==> config.mk <==
export PLATFORM = sky130hd
export DESIGN_NAME = resv_monitor
export DESIGN_NICKNAME = d
export VERILOG_FILES = /design/src/rtl/resv_pkg.sv /design/src/rtl/resv_datapath.sv /design/src/rtl/resv_control.sv /design/src/rtl/resv_monitor.sv
export SDC_FILE = /design/constraint.sdc
export NUM_CORES = 1
export LEC_CHECK = 0
export BUFFER_PORTS_ARGS = -buffer_cell sky130_fd_sc_hd__buf_2
export CORE_ASPECT_RATIO = 0.75
export CORE_MARGIN = 3
export CORE_UTILIZATION = 43
export CTS_CLUSTER_SIZE = 24
export DETAILED_ROUTE_END_ITERATION = 10
export GPL_TIMING_DRIVEN = 0
export PLACE_DENSITY = 0.8
export SYNTH_ARGS = -nofsm -noshare
export SYNTH_HDL_FRONTEND = slang
export SYNTH_SLANG_ARGS = --single-unit
==> constraint.sdc <==
create_clock -name clk -period 2.2 [get_ports clk]
set_input_delay 0.66 -clock clk [delete_from_list [all_inputs] [get_ports clk]]
set_output_delay 0.66 -clock clk [all_outputs]
set_load 0.01 [all_outputs]
==> src/rtl/resv_pkg.sv <==
package resv_pkg;

  // Strobes issued by the control unit to the address datapath.
  typedef struct packed {
    logic loadTag;    // capture the block tag of reqAddr
    logic compareEn;  // reservation armed, comparators active
  } resvStrobe_t;

  // Block-match results reported back by the datapath.
  typedef struct packed {
    logic invHit;
    logic rdxHit;
    logic evictHit;
  } resvHit_t;

  typedef enum logic {
    RESV_IDLE  = 1'b0,
    RESV_ARMED = 1'b1
  } resvState_t;

  localparam int unsigned NUM_PROBES = 3;

endpackage

==> src/rtl/resv_datapath.sv <==
module resv_datapath
  import resv_pkg::*;
#(
  parameter int unsigned ADDR_W      = 32,
  parameter int unsigned BLOCK_BYTES = 64
) (
  input  logic              clk,
  input  logic              rstN,
  input  resvStrobe_t       strobe,
  input  logic [ADDR_W-1:0] reqAddr,
  input  logic              snoopInv,
  input  logic              snoopRdx,
  input  logic [ADDR_W-1:0] snoopAddr,
  input  logic              evictValid,
  input  logic [ADDR_W-1:0] evictAddr,
  output resvHit_t          hits
);

  localparam int unsigned OFS_W = (BLOCK_BYTES > 1) ? $clog2(BLOCK_BYTES) : 1;
  localparam int unsigned TAG_W = ADDR_W - OFS_W;

  logic [TAG_W-1:0]  lockTag;
  logic [ADDR_W-1:0] probeAddr  [NUM_PROBES];
  logic              probeValid [NUM_PROBES];
  logic [NUM_PROBES-1:0] hitVec;

  // Offset bits never take part in a block match.
  logic unusedOfsBits;
  assign unusedOfsBits = ^{reqAddr[OFS_W-1:0], snoopAddr[OFS_W-1:0], evictAddr[OFS_W-1:0]};

  always_ff @(posedge clk) begin
    if (!rstN) begin
      lockTag <= '0;
    end else if (strobe.loadTag) begin
      lockTag <= reqAddr[ADDR_W-1:OFS_W];
    end
  end

  // Probe 0: invalidation, 1: read-for-ownership, 2: eviction.
  assign probeAddr[0]  = snoopAddr;
  assign probeValid[0] = snoopInv;
  assign probeAddr[1]  = snoopAddr;
  assign probeValid[1] = snoopRdx;
  assign probeAddr[2]  = evictAddr;
  assign probeValid[2] = evictValid;

  for (genvar i = 0; i < NUM_PROBES; i++) begin : g_probe
    assign hitVec[i] = probeValid[i] && strobe.compareEn &&
                       (probeAddr[i][ADDR_W-1:OFS_W] == lockTag);
  end

  assign hits.invHit   = hitVec[0];
  assign hits.rdxHit   = hitVec[1];
  assign hits.evictHit = hitVec[2];

endmodule

==> src/rtl/resv_control.sv <==
module resv_control
  import resv_pkg::*;
(
  input  logic        clk,
  input  logic        rstN,
  input  logic        llValid,
  input  logic        scValid,
  input  resvHit_t    hits,
  output resvStrobe_t strobe,
  output logic        storeGrant,
  output logic        scDone,
  output logic        scPass,
  output logic        resvFlag
);

  resvState_t state, stateNext;
  logic       breakNow;

  assign breakNow = hits.invHit || hits.rdxHit || hits.evictHit;

  assign strobe.loadTag   = llValid;
  assign strobe.compareEn = (state == RESV_ARMED);

  // A same-cycle breaking event wins over the store-conditional.
  assign storeGrant = scValid && (state == RESV_ARMED) && !breakNow;

  always_comb begin
    stateNext = state;
    if (llValid) begin
      stateNext = RESV_ARMED;
    end else if (scValid || breakNow) begin
      stateNext = RESV_IDLE;
    end
  end

  always_ff @(posedge clk) begin
    if (!rstN) begin
      state  <= RESV_IDLE;
      scDone <= 1'b0;
      scPass <= 1'b0;
    end else begin
      state  <= stateNext;
      scDone <= scValid;
      scPass <= storeGrant;
    end
  end

  assign resvFlag = (state == RESV_ARMED);

endmodule

==> src/rtl/resv_monitor.sv <==
module resv_monitor
  import resv_pkg::*;
#(
  parameter int unsigned ADDR_W      = 32,
  parameter int unsigned BLOCK_BYTES = 64
) (
  input  logic              clk,
  input  logic              rstN,
  input  logic              llValid,
  input  logic              scValid,
  input  logic [ADDR_W-1:0] reqAddr,
  input  logic              snoopInv,
  input  logic              snoopRdx,
  input  logic [ADDR_W-1:0] snoopAddr,
  input  logic              evictValid,
  input  logic [ADDR_W-1:0] evictAddr,
  output logic              storeGrant,
  output logic              scDone,
  output logic              scPass
);

  resvStrobe_t strobe;
  resvHit_t    hits;
  logic        resvFlag;

  resv_datapath #(
    .ADDR_W      (ADDR_W),
    .BLOCK_BYTES (BLOCK_BYTES)
  ) u_dp (
    .clk        (clk),
    .rstN       (rstN),
    .strobe     (strobe),
    .reqAddr    (reqAddr),
    .snoopInv   (snoopInv),
    .snoopRdx   (snoopRdx),
    .snoopAddr  (snoopAddr),
    .evictValid (evictValid),
    .evictAddr  (evictAddr),
    .hits       (hits)
  );

  resv_control u_ctl (
    .clk        (clk),
    .rstN       (rstN),
    .llValid    (llValid),
    .scValid    (scValid),
    .hits       (hits),
    .strobe     (strobe),
    .storeGrant (storeGrant),
    .scDone     (scDone),
    .scPass     (scPass),
    .resvFlag   (resvFlag)
  );

endmodule

Yosys cells after proc, flatten, opt, wreduce, memory -nomap -nowiden
Cells that the tools add are included.
{ "op_classes": {"addsub": 0, "mul": 0, "div": 0, "n_lt_le_gt_ge": 0, "eq_ne": 2, "shift": 0, "muxes": 2, "bitwise": 0, "n_reduce_logical": 13} }
{ "ops": {"columns": ["operator", "n"], "rows": [
  ["26-bit equality test", 2],
  ["1-bit logical AND", 8],
  ["1-bit logical OR", 3],
  ["1-bit 2-to-1 mux", 2],
  ["2-bit nonzero test", 1],
  ["1-bit zero test", 1]
]} }
{ "totals": {"ff_bits": 29, "latchBits": 0, "mem_bits_rw": 0, "romBits": 0, "in_bits": 103, "out_inout_bits": 3, "wordCells": 21, "mem_count": 0} }

Depth between registers and ports, before layout
{ "depth": {"word_depth": 7, "mapped_depth": 5, "mapped_depth_nobuf": 5} }

By module
A second synthesis with hierarchy kept.
{ "hier_totals": {"cells_unflattened": 169, "hier_area_um2": 1680.4} }
{ "by_module_without_submodules": {"columns": ["mod", "n_inst", "cells_per_inst", "area_each_um2", "seq_area_each_um2"], "rows": [
  ["resv_datapath", 1, 156, 1556.5, 520.5],
  ["resv_control", 1, 13, 123.9, 60.1]
]} }

Least setup slack after synthesis
No wires, ideal clock.
{ "synth_timing": {"kind": "input to output", "start": "input port evictAddr[24]", "end": "output port storeGrant", "arrival_ns": 1.509, "required_time_ns": 1.540, "slack_ns": 0.031, "stages": 5, "n_path_buf": 0, "cell_sequence": "xor2_1 > nor4_1 > nand4_1 > o22ai_1 > nor3_1"} }
{ "synth_between": {"elab_chain_cells": 5} }
{ "synth_rtl": {"columns": ["item", "line_no", "text"], "rows": [
  ["start: declaration", "resv_monitor.sv:16", "input logic [ADDR_W-1:0] evictAddr,"],
  ["26-bit equality test", "resv_datapath.sv:49", "(probeAddr[i][ADDR_W-1:OFS_W] == lockTag);"],
  ["1-bit logical AND", "resv_datapath.sv:48", "assign hitVec[i] = probeValid[i] && strobe.compareEn &&"],
  ["1-bit logical OR", "resv_control.sv:19", "assign breakNow = hits.invHit || hits.rdxHit || hits.evictHit;"],
  ["1-bit zero test", "resv_control.sv:25", "assign storeGrant = scValid && (state == RESV_ARMED) && !breakNow;"],
  ["1-bit logical AND", "resv_control.sv:25", null],
  ["end: declaration", "resv_monitor.sv:17", "output logic storeGrant,"]
]} }
Every way passes these cells.

Final worst setup path
Same ends and word-level chain as after synthesis.

==> reports/qor.csv <==
metric,value,unit
GRT Overall Usage,0.209,
Worst slew margin,0.714,
Max rail drop VDD,0.000396,V
Clock Power Share,0.347,
peak fanout along the critical path,2,
failing checks,setup timing,
total clock buffers created by CTS,5,
first-pass GRT wire length,7590,µm
final wirelength,5080,µm
setup repair after global routing missed its margin,true,
total gr overflow,0,
power dissipated by switching net loads,0.000394,W
DRT Pass-1 Iters,4,
"Buf+Inv Stages, Crit Path",2,
Initial Util,0.463,
instance area at placement,2260,µm²
crit path capture,storeGrant,
Starting DRT DRC Count,141,
vertical die dimension,61.4,µm
maximum clock path buffer count,2,
minimum setup slack among reg-to-reg paths,0.54,ns
CTS Sinks,29,
Sum Neg Setup Slack,-0.325,ns
Critical Path Source Type,primary input,
initial antenna violation count,0,
worst setup path category,primary input to output pin,
worst-path cell chain,"buf_8, xor2_4, nor4_4, nand4_1, o22ai_2, nor3_2, buf_2",
launch point of the worst path,evictAddr[24],
via density per instance,4.96,
Synth Register Bits,29,
highest attainable clock frequency,0.396,GHz
largest cells by area after synthesis,"sky130_fd_sc_hd__dfxtp_1 33%, sky130_fd_sc_hd__xor2_1 26%, sky130_fd_sc_hd__mux2i_1 15%",
combinational cell fraction of total power,0.226,
Worst path top cell family by delay,simple AND/OR/NAND/NOR gates,
clock slew seen by the registers of the worst setup and hold paths,0.06,ns
clock period minus worst slack,2.53,ns
Syn Area/Cell,9.47,µm²
layout overhead on the synthesized area,42.7,%
Tot Pwr,0.00139,W
critical path depth in cells,7,
max-cap violation count,0,
number of diodes added for antenna fixing,0,
via count of the first global-routing pass,1692,
dominant cell type by area after synthesis,sky130_fd_sc_hd__dfxtp_1,
clk root buf,sky130_fd_sc_hd__clkbuf_8,
width of the die,79.9,µm
Max Clock Skew,0.00469,ns
area enclosed by the die boundary,4910,µm²
total number of vias,1668,
cell area power density,555,nW/µm²
area of the mapped netlist,1760,µm²
number of fill cells in the layout,304,
HPWL Detailed,4020,µm
Final WS setup,-0.325,ns
Final Wtd Congestion,0.892,
Final Cycle Share,1.15,
total I/O pin count,106,
Site Rows,19,
origin of the critical flop-to-flop path,u_dp.lockTag[18],
fraction of layout instances using a drive strength above 1,0.405,
Layout Nets,386,
post-synth net total,289,
sequential cell area fraction in the yosys report,0.330,
area inside the core boundary,3800,µm²
reg-to-reg endpoint,u_ctl.resvFlag,
share of the synthesized area in the top cell type,0.330,
Worst EP required,1.54,ns
number of setup violations in the final report,1,
drc violations,0,
slowest CP cell,sky130_fd_sc_hd__nor4_4,
number of nets still failing antenna checks after routing,0,
H-tree depth,2,
maximum number of pins on one net before global-route repair,11,
delay contributed by the slowest stage of the critical path,0.33,ns
average wire per standard cell,15.1,µm
gate count of the mapped netlist,186,
final slew viol count,0,
type of the worst min-delay path,flip-flop to flip-flop,
total count of hold-check failures in the final report,0,
P_leak,1.23,nW
Yosys Warn Count,0,
worst-case reg-to-reg path depth,8,
TritonCTS clock tree,built,
distinct cell type count of the synthesized netlist,21,
hold-critical path depth,2,
Worst-Margin Slew,0.425,ns
insertion delay to the later sink of the worst-skew pair,0.28,ns
Internal Dissipation,0.00100,W
Critical Path End Type,output pin,
switching portion of total power,0.282,
critical path data arrival time,1.87,ns
status,"complete, but fails checks",
buffers added on ports,86,
power share of the sequential group,0.427,
design area,2510,µm²
==> kinds of logic (layout without fill, tap and decap cells) <==
group           after synthesis  after routing  synth area share
simple gates                 66             66             0.227
buf+inv                       9            107            0.0213
compound gates                4              4            0.0156
mux                          26             26             0.148
xor+xnor                     52             52             0.259
flops                        29             29             0.330
==> stage by stage <==
stage	std cells	util	hold WS, ns	worst slack, ns
after floorplan	186	-	0.473	0.0314
after global placement	324	0.593	0.512	-0.466
after detailed placement	324	0.593	0.515	-0.506
after CTS	334	0.640	0.530	-0.300
after global routing	336	0.661	0.550	-0.371
final	336	0.661	0.547	-0.325
==> cell usage after synthesis <==
master	instances
sky130_fd_sc_hd__xor2_1	52
sky130_fd_sc_hd__dfxtp_1	29
sky130_fd_sc_hd__mux2i_1	26
sky130_fd_sc_hd__nor2b_1	26
sky130_fd_sc_hd__nor4_1	18
sky130_fd_sc_hd__nor3_1	5
sky130_fd_sc_hd__nand4_1	4
sky130_fd_sc_hd__buf_2	3
sky130_fd_sc_hd__clkbuf_1	3
sky130_fd_sc_hd__inv_1	3
sky130_fd_sc_hd__nand2_1	3
sky130_fd_sc_hd__nand3_1	3
sky130_fd_sc_hd__nor2_1	3
sky130_fd_sc_hd__a21oi_1	1
sky130_fd_sc_hd__and2_1	1
sky130_fd_sc_hd__nor3b_1	1
sky130_fd_sc_hd__nor4_2	1
sky130_fd_sc_hd__o2111ai_1	1
sky130_fd_sc_hd__o22ai_1	1
sky130_fd_sc_hd__o31ai_1	1
sky130_fd_sc_hd__or4_4	1
==> placed cells by master, fill, tap and decap left out <==
master,Yosys,final
sky130_fd_sc_hd__nor2_1,3,3
sky130_fd_sc_hd__nor3_1,5,4
sky130_fd_sc_hd__nor3_2,0,1
sky130_fd_sc_hd__dfxtp_2,0,1
sky130_fd_sc_hd__nand2_1,3,3
sky130_fd_sc_hd__nor4_1,18,13
sky130_fd_sc_hd__xor2_2,0,3
sky130_fd_sc_hd__buf_4,0,4
sky130_fd_sc_hd__clkbuf_8,0,7
sky130_fd_sc_hd__nor2b_1,26,26
sky130_fd_sc_hd__nand4_1,4,4
sky130_fd_sc_hd__and2_1,1,1
sky130_fd_sc_hd__o31ai_1,1,1
sky130_fd_sc_hd__o22ai_2,0,1
sky130_fd_sc_hd__xor2_4,0,1
sky130_fd_sc_hd__nor4_4,0,2
sky130_fd_sc_hd__clkinv_2,0,1
sky130_fd_sc_hd__mux2i_1,26,26
sky130_fd_sc_hd__buf_2,3,86
sky130_fd_sc_hd__buf_8,0,1
sky130_fd_sc_hd__xor2_1,52,48
sky130_fd_sc_hd__inv_1,3,3
sky130_fd_sc_hd__or4_4,1,1
sky130_fd_sc_hd__nor3b_1,1,1
sky130_fd_sc_hd__clkbuf_1,3,3
sky130_fd_sc_hd__nor4_2,1,4
sky130_fd_sc_hd__a21oi_1,1,1
sky130_fd_sc_hd__buf_6,0,2
sky130_fd_sc_hd__nand3_1,3,3
sky130_fd_sc_hd__dfxtp_1,29,28
sky130_fd_sc_hd__o2111ai_1,1,1
==> power by group through the flow <==
stage                     Sequential [W]  Combinational (W)  Clock, W
after global placement          0.000602           0.000274         0
after detailed placement        0.000603           0.000280         0
final                           0.000595           0.000315  0.000484
after floorplan                 0.000595           0.000161         0
after global routing            0.000599           0.000344  0.000515
after CTS                       0.000592           0.000298  0.000493
==> state kept, by name, indices dropped and copies added, names as in the netlist <==
register	flops
u_ctl.scDone	1
u_dp.lockTag	26
u_ctl.scPass	1
u_ctl.resvFlag	1
==> worst register-to-register path, delay by kind of cell, from the launching register on <==
| family | cells | cell delay [ns] |
|---|---|---|
| AO/OA/AOI/OAI | 1 | 0.08 |
| buffers and inverters | 3 | 0.36 |
| XOR/XNOR | 1 | 0.20 |
| flip-flops | 1 | 0.36 |
| AND/OR/NAND/NOR | 3 | 0.54 |
==> worst min-delay path by stage <==
stage                   start              to  slack (ns)
2_1_floorplan  u_ctl.resvFlag  u_ctl.resvFlag        0.47
3_3_place_gp   u_ctl.resvFlag  u_ctl.resvFlag        0.51
3_5_place_dp   u_ctl.resvFlag  u_ctl.resvFlag        0.51
4_1_cts        u_ctl.resvFlag  u_ctl.resvFlag        0.53
5_1_grt        u_ctl.resvFlag  u_ctl.resvFlag        0.55
6_report       u_ctl.resvFlag  u_ctl.resvFlag        0.55
==> final cells by class <==
cell class                 instances  area [µm²]  area share
tap                               52        65.1      0.0259
inverter                           3        11.3     0.00448
multi-input combinational        148        1240       0.495
timing repair buffer              90         483       0.192
sequential                        29         582       0.231
buffer                             6        26.3      0.0105
clock inverter                     1        5.00     0.00199
clock buffer                       7        96.3      0.0383
==> metal layers <==
layer  wire, µm  vias up  track usage  share of wire
met5          0        -            0              0
met4         68        0       0.0651          0.013
met3        562       13       0.0716           0.11
met2       2220       92        0.342           0.44
met1       2240      730        0.263           0.44
li1           -      833            -              -
==> what timing repair did <==
| action | 4_1_cts | 5_1_grt |
|---|---|---|
| hold endpoints to repair | 0 | 0 |
| gates cloned | 0 | 0 |
| pin swaps | 4 | 7 |
| setup endpoints to repair | 1 | 1 |
| hold buffers | 0 | 0 |
| buffers inserted | 2 | 2 |
| gates resized for setup | 9 | 10 |
No activity file was read; power rests on OpenSTA's default activity.
